### config.mk
export PLATFORM = sky130hd
export DESIGN_NAME = trap_ctrl
export DESIGN_NICKNAME = d
export VERILOG_FILES = /design/src/rtl/trap_pkg.sv /design/src/rtl/trap_arbiter.sv /design/src/rtl/trap_status.sv /design/src/rtl/trap_ctrl.sv
export SDC_FILE = /design/constraint.sdc
export NUM_CORES = 1
export LEC_CHECK = 0
export BUFFER_PORTS_ARGS = -buffer_cell sky130_fd_sc_hd__buf_2
export CAP_MARGIN = 20
export CORE_AREA = 2 2 107 109
export DETAILED_ROUTE_END_ITERATION = 6
export DIE_AREA = 0 0 109 111
export MAX_ROUTING_LAYER = met4
export PLACE_DENSITY = 0.77
export SETUP_SLACK_MARGIN = 0.5
export SLEW_MARGIN = 20
export SYNTH_ARGS = -nofsm -noshare
export SYNTH_HDL_FRONTEND = slang
export SYNTH_HIERARCHICAL = 1
export SYNTH_SLANG_ARGS = --single-unit
### constraint.sdc
create_clock -name clk -period 1.55 [get_ports clk]
set_input_delay 0.2325 -clock clk [delete_from_list [all_inputs] [get_ports clk]]
set_output_delay 0.2325 -clock clk [all_outputs]
set_load 0.02 [all_outputs]
### src/rtl/trap_pkg.sv
package trap_pkg;
  localparam int XLEN   = 32;
  localparam int NCAUSE = 6;

  // vector indices of status bits (status bit n lives at XLEN-1-n)
  localparam int B_POW = XLEN - 1 - 13;
  localparam int B_ILE = XLEN - 1 - 15;
  localparam int B_EE  = XLEN - 1 - 16;
  localparam int B_PR  = XLEN - 1 - 17;
  localparam int B_FP  = XLEN - 1 - 18;
  localparam int B_ME  = XLEN - 1 - 19;
  localparam int B_SE  = XLEN - 1 - 21;
  localparam int B_BE  = XLEN - 1 - 22;
  localparam int B_IP  = XLEN - 1 - 25;
  localparam int B_IR  = XLEN - 1 - 26;
  localparam int B_DR  = XLEN - 1 - 27;
  localparam int B_LE  = XLEN - 1 - 31;

  typedef enum logic [2:0] {
    C_NONE, C_MCHK, C_PROG, C_FPU, C_TRACE, C_EXT, C_DEC
  } cause_e;

  function automatic logic [XLEN-1:0] mk_wr_mask();
    logic [XLEN-1:0] m;
    m = '1;
    for (int n = 0; n <= 12; n++) m[XLEN-1-n] = 1'b0;
    m[XLEN-1-14] = 1'b0;
    m[XLEN-1-24] = 1'b0;
    return m;
  endfunction

  localparam logic [XLEN-1:0] WR_MASK = mk_wr_mask();

  function automatic logic [XLEN-1:0] mk_entry_clr();
    logic [XLEN-1:0] m;
    m = '0;
    m[B_EE] = 1'b1; m[B_PR] = 1'b1; m[B_FP] = 1'b1;
    m[B_SE] = 1'b1; m[B_BE] = 1'b1; m[B_IR] = 1'b1; m[B_DR] = 1'b1;
    return m;
  endfunction

  localparam logic [XLEN-1:0] ENTRY_CLR = mk_entry_clr();

  // priority slot (0 = highest) to cause
  function automatic cause_e slot_cause(int slot);
    case (slot)
      0:       return C_MCHK;
      1:       return C_PROG;
      2:       return C_FPU;
      3:       return C_TRACE;
      4:       return C_EXT;
      5:       return C_DEC;
      default: return C_NONE;
    endcase
  endfunction

  function automatic logic [XLEN-1:0] vec_off(cause_e c);
    case (c)
      C_MCHK:  return XLEN'(12'h200);
      C_EXT:   return XLEN'(12'h500);
      C_PROG:  return XLEN'(12'h700);
      C_FPU:   return XLEN'(12'h800);
      C_DEC:   return XLEN'(12'h900);
      C_TRACE: return XLEN'(12'hD00);
      default: return '0;
    endcase
  endfunction

  function automatic logic [XLEN-1:0] vec_base(logic hi);
    return hi ? 32'hFFF0_0000 : 32'h0000_0000;
  endfunction

  function automatic logic [XLEN-1:0] entry_status(logic [XLEN-1:0] old);
    logic [XLEN-1:0] s;
    s = old & ~ENTRY_CLR;
    s[B_LE] = old[B_ILE];
    return s;
  endfunction
endpackage

### src/rtl/trap_arbiter.sv
module trap_arbiter
  import trap_pkg::*;
(
  input  logic              en_int,
  input  logic              en_mchk,
  input  logic              user_lvl,
  input  logic              fp_ok,
  input  logic              step_en,
  input  logic              br_en,
  input  logic              req_ext,
  input  logic              req_dec,
  input  logic              req_mchk,
  input  logic              req_illegal,
  input  logic              rt_valid,
  input  logic              rt_branch,
  input  logic              rt_exc,
  input  logic              rt_priv,
  input  logic              rt_fp,
  output logic [NCAUSE-1:0] grant,
  output logic              hit,
  output cause_e            cause,
  output logic              use_fault
);
  logic ev_prog, ev_fpu, ev_trace;
  logic [NCAUSE-1:0] ev;

  assign ev_prog  = req_illegal | (rt_valid & rt_priv & user_lvl);
  assign ev_fpu   = rt_valid & rt_fp & ~fp_ok;
  assign ev_trace = rt_valid & ~rt_exc & ~ev_prog & ~ev_fpu
                  & (step_en | (br_en & rt_branch));

  // slot order is priority order
  assign ev = {req_dec & en_int, req_ext & en_int, ev_trace,
               ev_fpu, ev_prog, req_mchk & en_mchk};

  always_comb begin
    grant = '0;
    cause = C_NONE;
    for (int i = 0; i < NCAUSE; i++) begin
      if (ev[i] && grant == '0) begin
        grant[i] = 1'b1;
        cause    = slot_cause(i);
      end
    end
  end

  assign hit       = |grant;
  assign use_fault = (cause == C_PROG) || (cause == C_FPU);
endmodule

### src/rtl/trap_status.sv
module trap_status
  import trap_pkg::*;
(
  input  logic            clk,
  input  logic            rst_n,
  input  logic            hit,
  input  cause_e          cause,
  input  logic            use_fault,
  input  logic [XLEN-1:0] fault_pc,
  input  logic [XLEN-1:0] resume_pc,
  input  logic            rfi,
  input  logic            st_wr,
  input  logic [XLEN-1:0] st_wdata,
  output logic [XLEN-1:0] stat,
  output logic [XLEN-1:0] save_pc,
  output logic [XLEN-1:0] save_stat,
  output logic            take_q,
  output logic [XLEN-1:0] vec_q
);
  always_ff @(posedge clk) begin
    if (!rst_n) begin
      stat      <= '0;
      save_pc   <= '0;
      save_stat <= '0;
      take_q    <= 1'b0;
      vec_q     <= '0;
    end else if (hit) begin
      save_pc   <= use_fault ? fault_pc : resume_pc;
      save_stat <= stat;
      stat      <= entry_status(stat);
      take_q    <= 1'b1;
      vec_q     <= vec_base(stat[B_IP]) | vec_off(cause);
    end else begin
      take_q <= 1'b0;
      if (rfi)        stat <= save_stat & WR_MASK;
      else if (st_wr) stat <= st_wdata & WR_MASK;
    end
  end


  entry_save_chk: assert property (@(posedge clk) disable iff (!rst_n)
    take_q |-> save_stat == $past(stat));


  entry_le_chk: assert property (@(posedge clk) disable iff (!rst_n)
    take_q |-> stat[B_LE] == save_stat[B_ILE]);


  rfi_restore_chk: assert property (@(posedge clk) disable iff (!rst_n)
    (rfi && !hit) |=> stat == ($past(save_stat) & WR_MASK));


  wr_mask_chk: assert property (@(posedge clk) disable iff (!rst_n)
    (st_wr && !rfi && !hit) |=> stat == ($past(st_wdata) & WR_MASK));
endmodule

### src/rtl/trap_ctrl.sv
module trap_ctrl
  import trap_pkg::*;
(
  input  logic        clk,
  input  logic        rst_n,
  input  logic        req_ext,
  input  logic        req_dec,
  input  logic        req_mchk,
  input  logic        req_illegal,
  input  logic        rt_valid,
  input  logic        rt_branch,
  input  logic        rt_exc,
  input  logic        rt_priv,
  input  logic        rt_fp,
  input  logic [31:0] fault_pc,
  input  logic [31:0] resume_pc,
  input  logic        rfi,
  input  logic        st_wr,
  input  logic [31:0] st_wdata,
  output logic        take_exc,
  output logic [31:0] vec_addr,
  output logic        redirect,
  output logic [31:0] redirect_pc,
  output logic [31:0] status,
  output logic [31:0] save_pc,
  output logic [31:0] save_status,
  output logic        le_mode,
  output logic        user_mode,
  output logic        itrans_en,
  output logic        dtrans_en
);
  logic [NCAUSE-1:0] grant;
  logic              hit;
  cause_e            cause;
  logic              use_fault;

  trap_arbiter u_arb (
    .en_int     (status[B_EE]),
    .en_mchk    (status[B_ME]),
    .user_lvl   (status[B_PR]),
    .fp_ok      (status[B_FP]),
    .step_en    (status[B_SE]),
    .br_en      (status[B_BE]),
    .req_ext    (req_ext),
    .req_dec    (req_dec),
    .req_mchk   (req_mchk),
    .req_illegal(req_illegal),
    .rt_valid   (rt_valid),
    .rt_branch  (rt_branch),
    .rt_exc     (rt_exc),
    .rt_priv    (rt_priv),
    .rt_fp      (rt_fp),
    .grant      (grant),
    .hit        (hit),
    .cause      (cause),
    .use_fault  (use_fault)
  );

  trap_status u_st (
    .clk      (clk),
    .rst_n    (rst_n),
    .hit      (hit),
    .cause    (cause),
    .use_fault(use_fault),
    .fault_pc (fault_pc),
    .resume_pc(resume_pc),
    .rfi      (rfi),
    .st_wr    (st_wr),
    .st_wdata (st_wdata),
    .stat     (status),
    .save_pc  (save_pc),
    .save_stat(save_status),
    .take_q   (take_exc),
    .vec_q    (vec_addr)
  );

  assign redirect    = rfi;
  assign redirect_pc = save_pc;
  assign le_mode     = status[B_LE];
  assign user_mode   = status[B_PR];
  assign itrans_en   = status[B_IR];
  assign dtrans_en   = status[B_DR];


  grant_onehot_chk: assert property (@(posedge clk) disable iff (!rst_n)
    $onehot0(grant));


  ext_gate_chk: assert property (@(posedge clk) disable iff (!rst_n)
    (take_exc && vec_addr[19:0] == 20'h00500) |-> $past(status[B_EE]));


  mchk_gate_chk: assert property (@(posedge clk) disable iff (!rst_n)
    (take_exc && vec_addr[19:0] == 20'h00200) |-> $past(status[B_ME]));


  vec_base_chk: assert property (@(posedge clk) disable iff (!rst_n)
    take_exc |-> vec_addr[31:20] == ($past(status[B_IP]) ? 12'hFFF : 12'h000));
endmodule

Word-level counts from Yosys, hierarchy flattened. Cells that the tools add are included.

Multiplexer cells: 21. Reduce and logical (&&, ||, !) cells: 15. Bitwise operators: 22. Eq/ne operators: 6.

Operators with widths (count): $mux 32 (6); $pmux 12 s6 (1); $or 32x32->32 (1); $and 1x1->1 (12); $eq 3x3->1 const B (3); $mux 1 (9); $mux 3 (3); $not 1->1 (7); $reduce_or 7->1 (1); $eq 3x2->1 const B (2); $reduce_or 6->1 (1); $logic_and 1x1->1 (5); $logic_not 5->1 (1); $logic_not 4->1 (1); $mux 2 (2); $eq 3x1->1 const B (1); $logic_not 3->1 (1); $reduce_bool 3->1 (1); $logic_not 2->1 (1); $or 1x1->1 (2); $reduce_and 2->1 (1); $reduce_bool 2->1 (1); $logic_or 1x1->1 (1).

Bits in registers: 129. Input bits: 109. Output and inout bits: 166. Word-level logic and storage cells: 71.

Logic depth before layout (Yosys ltp).
Word-level depth: 22. Mapped depth: 8. Depth with buffers taken out: 6.

Cells and area by module. The synthesis kept the hierarchy.

Modules (own cells, without submodules): trap_status (area an instance 3601.0 um2, seq. area each 1421.4 um2, instances 1, cells an instance 355); trap_ctrl (area an instance 277.8 um2, seq. area each 0.0 um2, instances 1, cells an instance 37); trap_arbiter (area an instance 171.4 um2, seq. area each 0.0 um2, instances 1, cells an instance 29).

Least setup slack after synthesis. OpenSTA, ideal clock, no wires.

Path type: flip-flop to flip-flop. Start: register u_st.stat[14]. End: register u_st.save_pc[4]. Cell stages (with the launch flop): 8. Slack: -0.225 ns. Buffers on the path: 3. Required time: 1.434 ns. Arrival: 1.659 ns. Clock period less this slack: 1.775 ns. Library setup time: 0.116 ns. Cell sequence: dfxtp_1 -> and2_1 -> o21ai_1 -> nand4_1 -> buf_4 -> buf_4 -> buf_2 -> o211a_1.

Elaborated cells on any way between the ends: 30. Classes of those cells: 2 x eq/ne; 11 x mux; 6 x bitwise; 11 x reduce/logical.

RTL lines: from (decl) (RTL line trap_status.sv:14) `output logic [XLEN-1:0] stat,`; from (signal assigned) (RTL line trap_status.sv:30) `stat <= entry_status(stat);`; from (signal assigned) (RTL line trap_status.sv:35) `if (rfi) stat <= save_stat & WR_MASK;`; from (signal assigned) (RTL line trap_status.sv:36) `else if (st_wr) stat <= st_wdata & WR_MASK;`; $and 1x1->1 * (RTL line trap_arbiter.sv:27) `assign ev_prog = req_illegal | (rt_valid & rt_priv & user_lvl);`; $or 1x1->1 * (RTL line trap_arbiter.sv:27); $logic_and 1x1->1 (RTL line trap_arbiter.sv:40) `if (ev[i] && grant == '0) begin`; $mux 1 (RTL line trap_arbiter.sv:40); $logic_not 2->1 (RTL line trap_arbiter.sv:40); $logic_and 1x1->1 (RTL line trap_arbiter.sv:40); $mux 1 (RTL line trap_arbiter.sv:40); $logic_not 3->1 (RTL line trap_arbiter.sv:40); [2 not listed]; $logic_not 4->1 (RTL line trap_arbiter.sv:40); $logic_and 1x1->1 (RTL line trap_arbiter.sv:40); $mux 1 (RTL line trap_arbiter.sv:40); $logic_not 5->1 (RTL line trap_arbiter.sv:40); $logic_and 1x1->1 (RTL line trap_arbiter.sv:40); $mux 1 (RTL line trap_arbiter.sv:40); $reduce_or 6->1 * (RTL line trap_arbiter.sv:47) `assign hit = |grant;`; net hit (RTL line trap_ctrl.sv:33) `logic hit;`; to (signal assigned) (RTL line trap_status.sv:28) `save_pc <= use_fault ? fault_pc : resume_pc;`; to (decl) (RTL line trap_status.sv:15) `output logic [XLEN-1:0] save_pc,`.

The timed path passes the listed nets; every way through them passes the cells marked *. A chain may end at the register's enable or synchronous reset.

Final worst setup path.
Start: register u_st.stat[9]. End: register u_st.save_stat[8].

Cells in the longest elaborated chain, start to end: 12.

Ends and longest elaborated chain: $and 1x1->1 * (RTL line trap_arbiter.sv:30) `& (step_en | (br_en & rt_branch));`; $or 1x1->1 * (RTL line trap_arbiter.sv:30); $and 1x1->1 * (RTL line trap_arbiter.sv:30); $logic_and 1x1->1 * (RTL line trap_arbiter.sv:40); $mux 1 * (RTL line trap_arbiter.sv:40); $logic_not 4->1 (RTL line trap_arbiter.sv:40); $logic_and 1x1->1 (RTL line trap_arbiter.sv:40); $mux 1 (RTL line trap_arbiter.sv:40); $logic_not 5->1 (RTL line trap_arbiter.sv:40); $logic_and 1x1->1 (RTL line trap_arbiter.sv:40); $mux 1 (RTL line trap_arbiter.sv:40); $reduce_or 6->1 * (RTL line trap_arbiter.sv:47); net hit (RTL line trap_ctrl.sv:33); to (signal assigned) (RTL line trap_status.sv:29) `save_stat <= stat;`; to (decl) (RTL line trap_status.sv:16) `output logic [XLEN-1:0] save_stat,`.

Marked as above.

==> impl_results.md <==
- Clk network pwr share: 0.325
- GP Congestion: 0.8192
- Initial antenna violation count: 0
- Core ar.: between 0.01 and 0.015 sq mm
- FILL cells: 849
- Design Power: 5.897 mW
- Final hold violations: 0
- Switching fraction of total power: 0.3155
- Combinational share of power: 0.313
- Die X: 109 um
- DRC: 0
- Flop pwr share: 0.362
- Routed WL: approximately 12000 um
- Synth Warn #: 6
- Fin crit share: 1.057
- Largest net degree at the start of global routing: 40
- DRT Pass-1 Iters: 4
- Minimum clock period: 1.638 ns
- H-Tree Depth: 3
- Power density cells: 925.0 mW/mm^2
- Clock Root Buffer: clkbuf_16
- Clk sinks: 71
- CTS tree: built
- RR Startpoint: u_st/stat[9]
- Starting density of the core: 0.3624
- Fmax: 610.5 MHz
- Failing checks: setup timing
- Internal: 4.037 mW
- Worst Hold Launch: resume_pc[13]
- Crit path kind: register to register
- Die Footprint: between 0.01 and 0.015 sq mm
- Tightest Hold Check Type: input pin to register
- WP data arrival: 1.89 ns
- Status: complete, but fails checks
- # IOs: roughly 280
- Commonest cells after routing, fill and taps aside: 128 x buf_6, 94 x buf_2, 64 x mux2i_1, 54 x dfxtp_2, 46 x conb_1
- Maxcap violations: 0
- TNS Setup: -2.064 ns
- Remaining antenna violation count: 0
- Worst setup margin: -0.08792 ns
- Worst setup path start: u_st/stat[9]
- Vias in the first global route: 3387
- NumNets Final: 725
- Grt total ovfl: 0
- Num rows: 39
- Post-DR wirelength/cell: 16.09 um
- Slew Limit Fails: 0
- I/O Buffers: 213
- Layout cells sized above 1: 0.6006
- First-pass GRT wire length: 16370 um
- Hold-fix buffer count after cts: 0
- Mapped Area: 0.004014 sq mm
- Crit-path max FO: 25
- Commonest non-fill, non-tap cell in the layout: buf_6
- Worst-Skew Late Latency: 0.33 ns
- Hpwl dp: around 7500 um
- NetSw: 1.860 mW
- 1st-iter DRT viols: 111
- Cells after synthesis: 415
- Critical Path RT: 1.81 ns
- Area added between synthesis and finish: 58.82%
- Via Count: 3631
- Clk buf depth: 2
- Leak: 3.460 nW
- CP startpoint kind: register
- Routed vias/inst: about 4.8
- Setup crit end kind: register
- Clock-pin slew on the worst setup and hold paths: ~0.06 ns
- GRT Util Overall: 0.1796
- Diode count: 0
- Clk_skew: 0.01109 ns
- TritonCTS Buffers: 9
- Syn Area/Cell: 9.672 sq um
- Chip height: 111 um
- VDD IR max: 0.6380 mV
- Unrepaired setup endpoints after global routing: true
- Setup violators final: 60
per-stage QoR:
step | cell area (sq um) | hold WS [ns] | instances | util | worst slack, ns
final | 6375 | 0.2379 | 764 | 0.5755 | -0.08792
after global routing | 6375 | 0.2370 | 764 | 0.5755 | -0.2017
after CTS | 5943 | 0.2214 | 751 | 0.5365 | -0.05307
after detailed placement | 4875 | 0.4799 | 724 | 0.4401 | -0.1972
after global placement | 4875 | 0.4709 | 724 | 0.4401 | -0.1625
after floorplan | 4258 | 0.4707 | 460 | - | -0.007416
power groups by stage:
stage,clock network (mW),logic [mW],registers (mW)
after global placement,0,1.37,2.09
after detailed placement,0,1.39,2.10
after global routing,2.07,1.95,2.15
final,1.92,1.84,2.13
after floorplan,0,0.970,2.26
after CTS,1.96,1.67,2.12
worst paths after layout:
check / to / slack, ns / depth (start not counted)
max reg2reg: u_st/save_stat[8] / -0.09 / 7
min: u_st/save_pc[13] / 0.24 / 4
min reg2reg: u_st/vec_q[9] / 0.49 / 2
max: u_st/save_stat[8] / -0.09 / 7
state kept, by name (all words and copies together) (netlist names):
signal          flops
u_st/save_pc       32
u_st/save_stat     17
u_st/stat          17
u_st/vec_q          4
u_st/take_q         1
final cells by class:
type,instances,area (sq um),area share
Clock buffer,11,242.7,0.03808
Clock inverter,5,33.78,0.005299
Inverter,4,15.01,0.002355
Multi-Input combinational cell,264,1984,0.3113
Sequential cell,71,1553,0.2436
Tap cell,143,178.9,0.02807
Timing Repair Buffer,266,2367,0.3713
routing by layer:
metal  track usage  vias to the layer above  wire length (um)  share of wire
met3       0.04644                       21              1017          0.083
met2        0.3242                      199              6418           0.52
met4       0.07778                        0               302          0.025
li1              -                     1686                 -              -
met5             -                        -                 0              0
met1        0.1781                     1725              4551           0.37
critical path, cell delays in order, from the launching register on:
cell and delay, ns:
dfxtp_2 0.33, a21oi_2 0.19, o21a_1 0.16, nand4_1 0.18, buf_6 0.21, buf_12 0.16
mux2i_4 0.19, nor2b_1 0.13
timing repair:
item,4_1_cts,5_1_grt
pin swaps,27,3
gates resized for setup,259,94
gates cloned,1,1
buffers inserted,10,12
endpoints found under the setup margin,189,184
endpoints found under the hold margin,0,0
No activity file was read; power rests on OpenSTA's default activity.
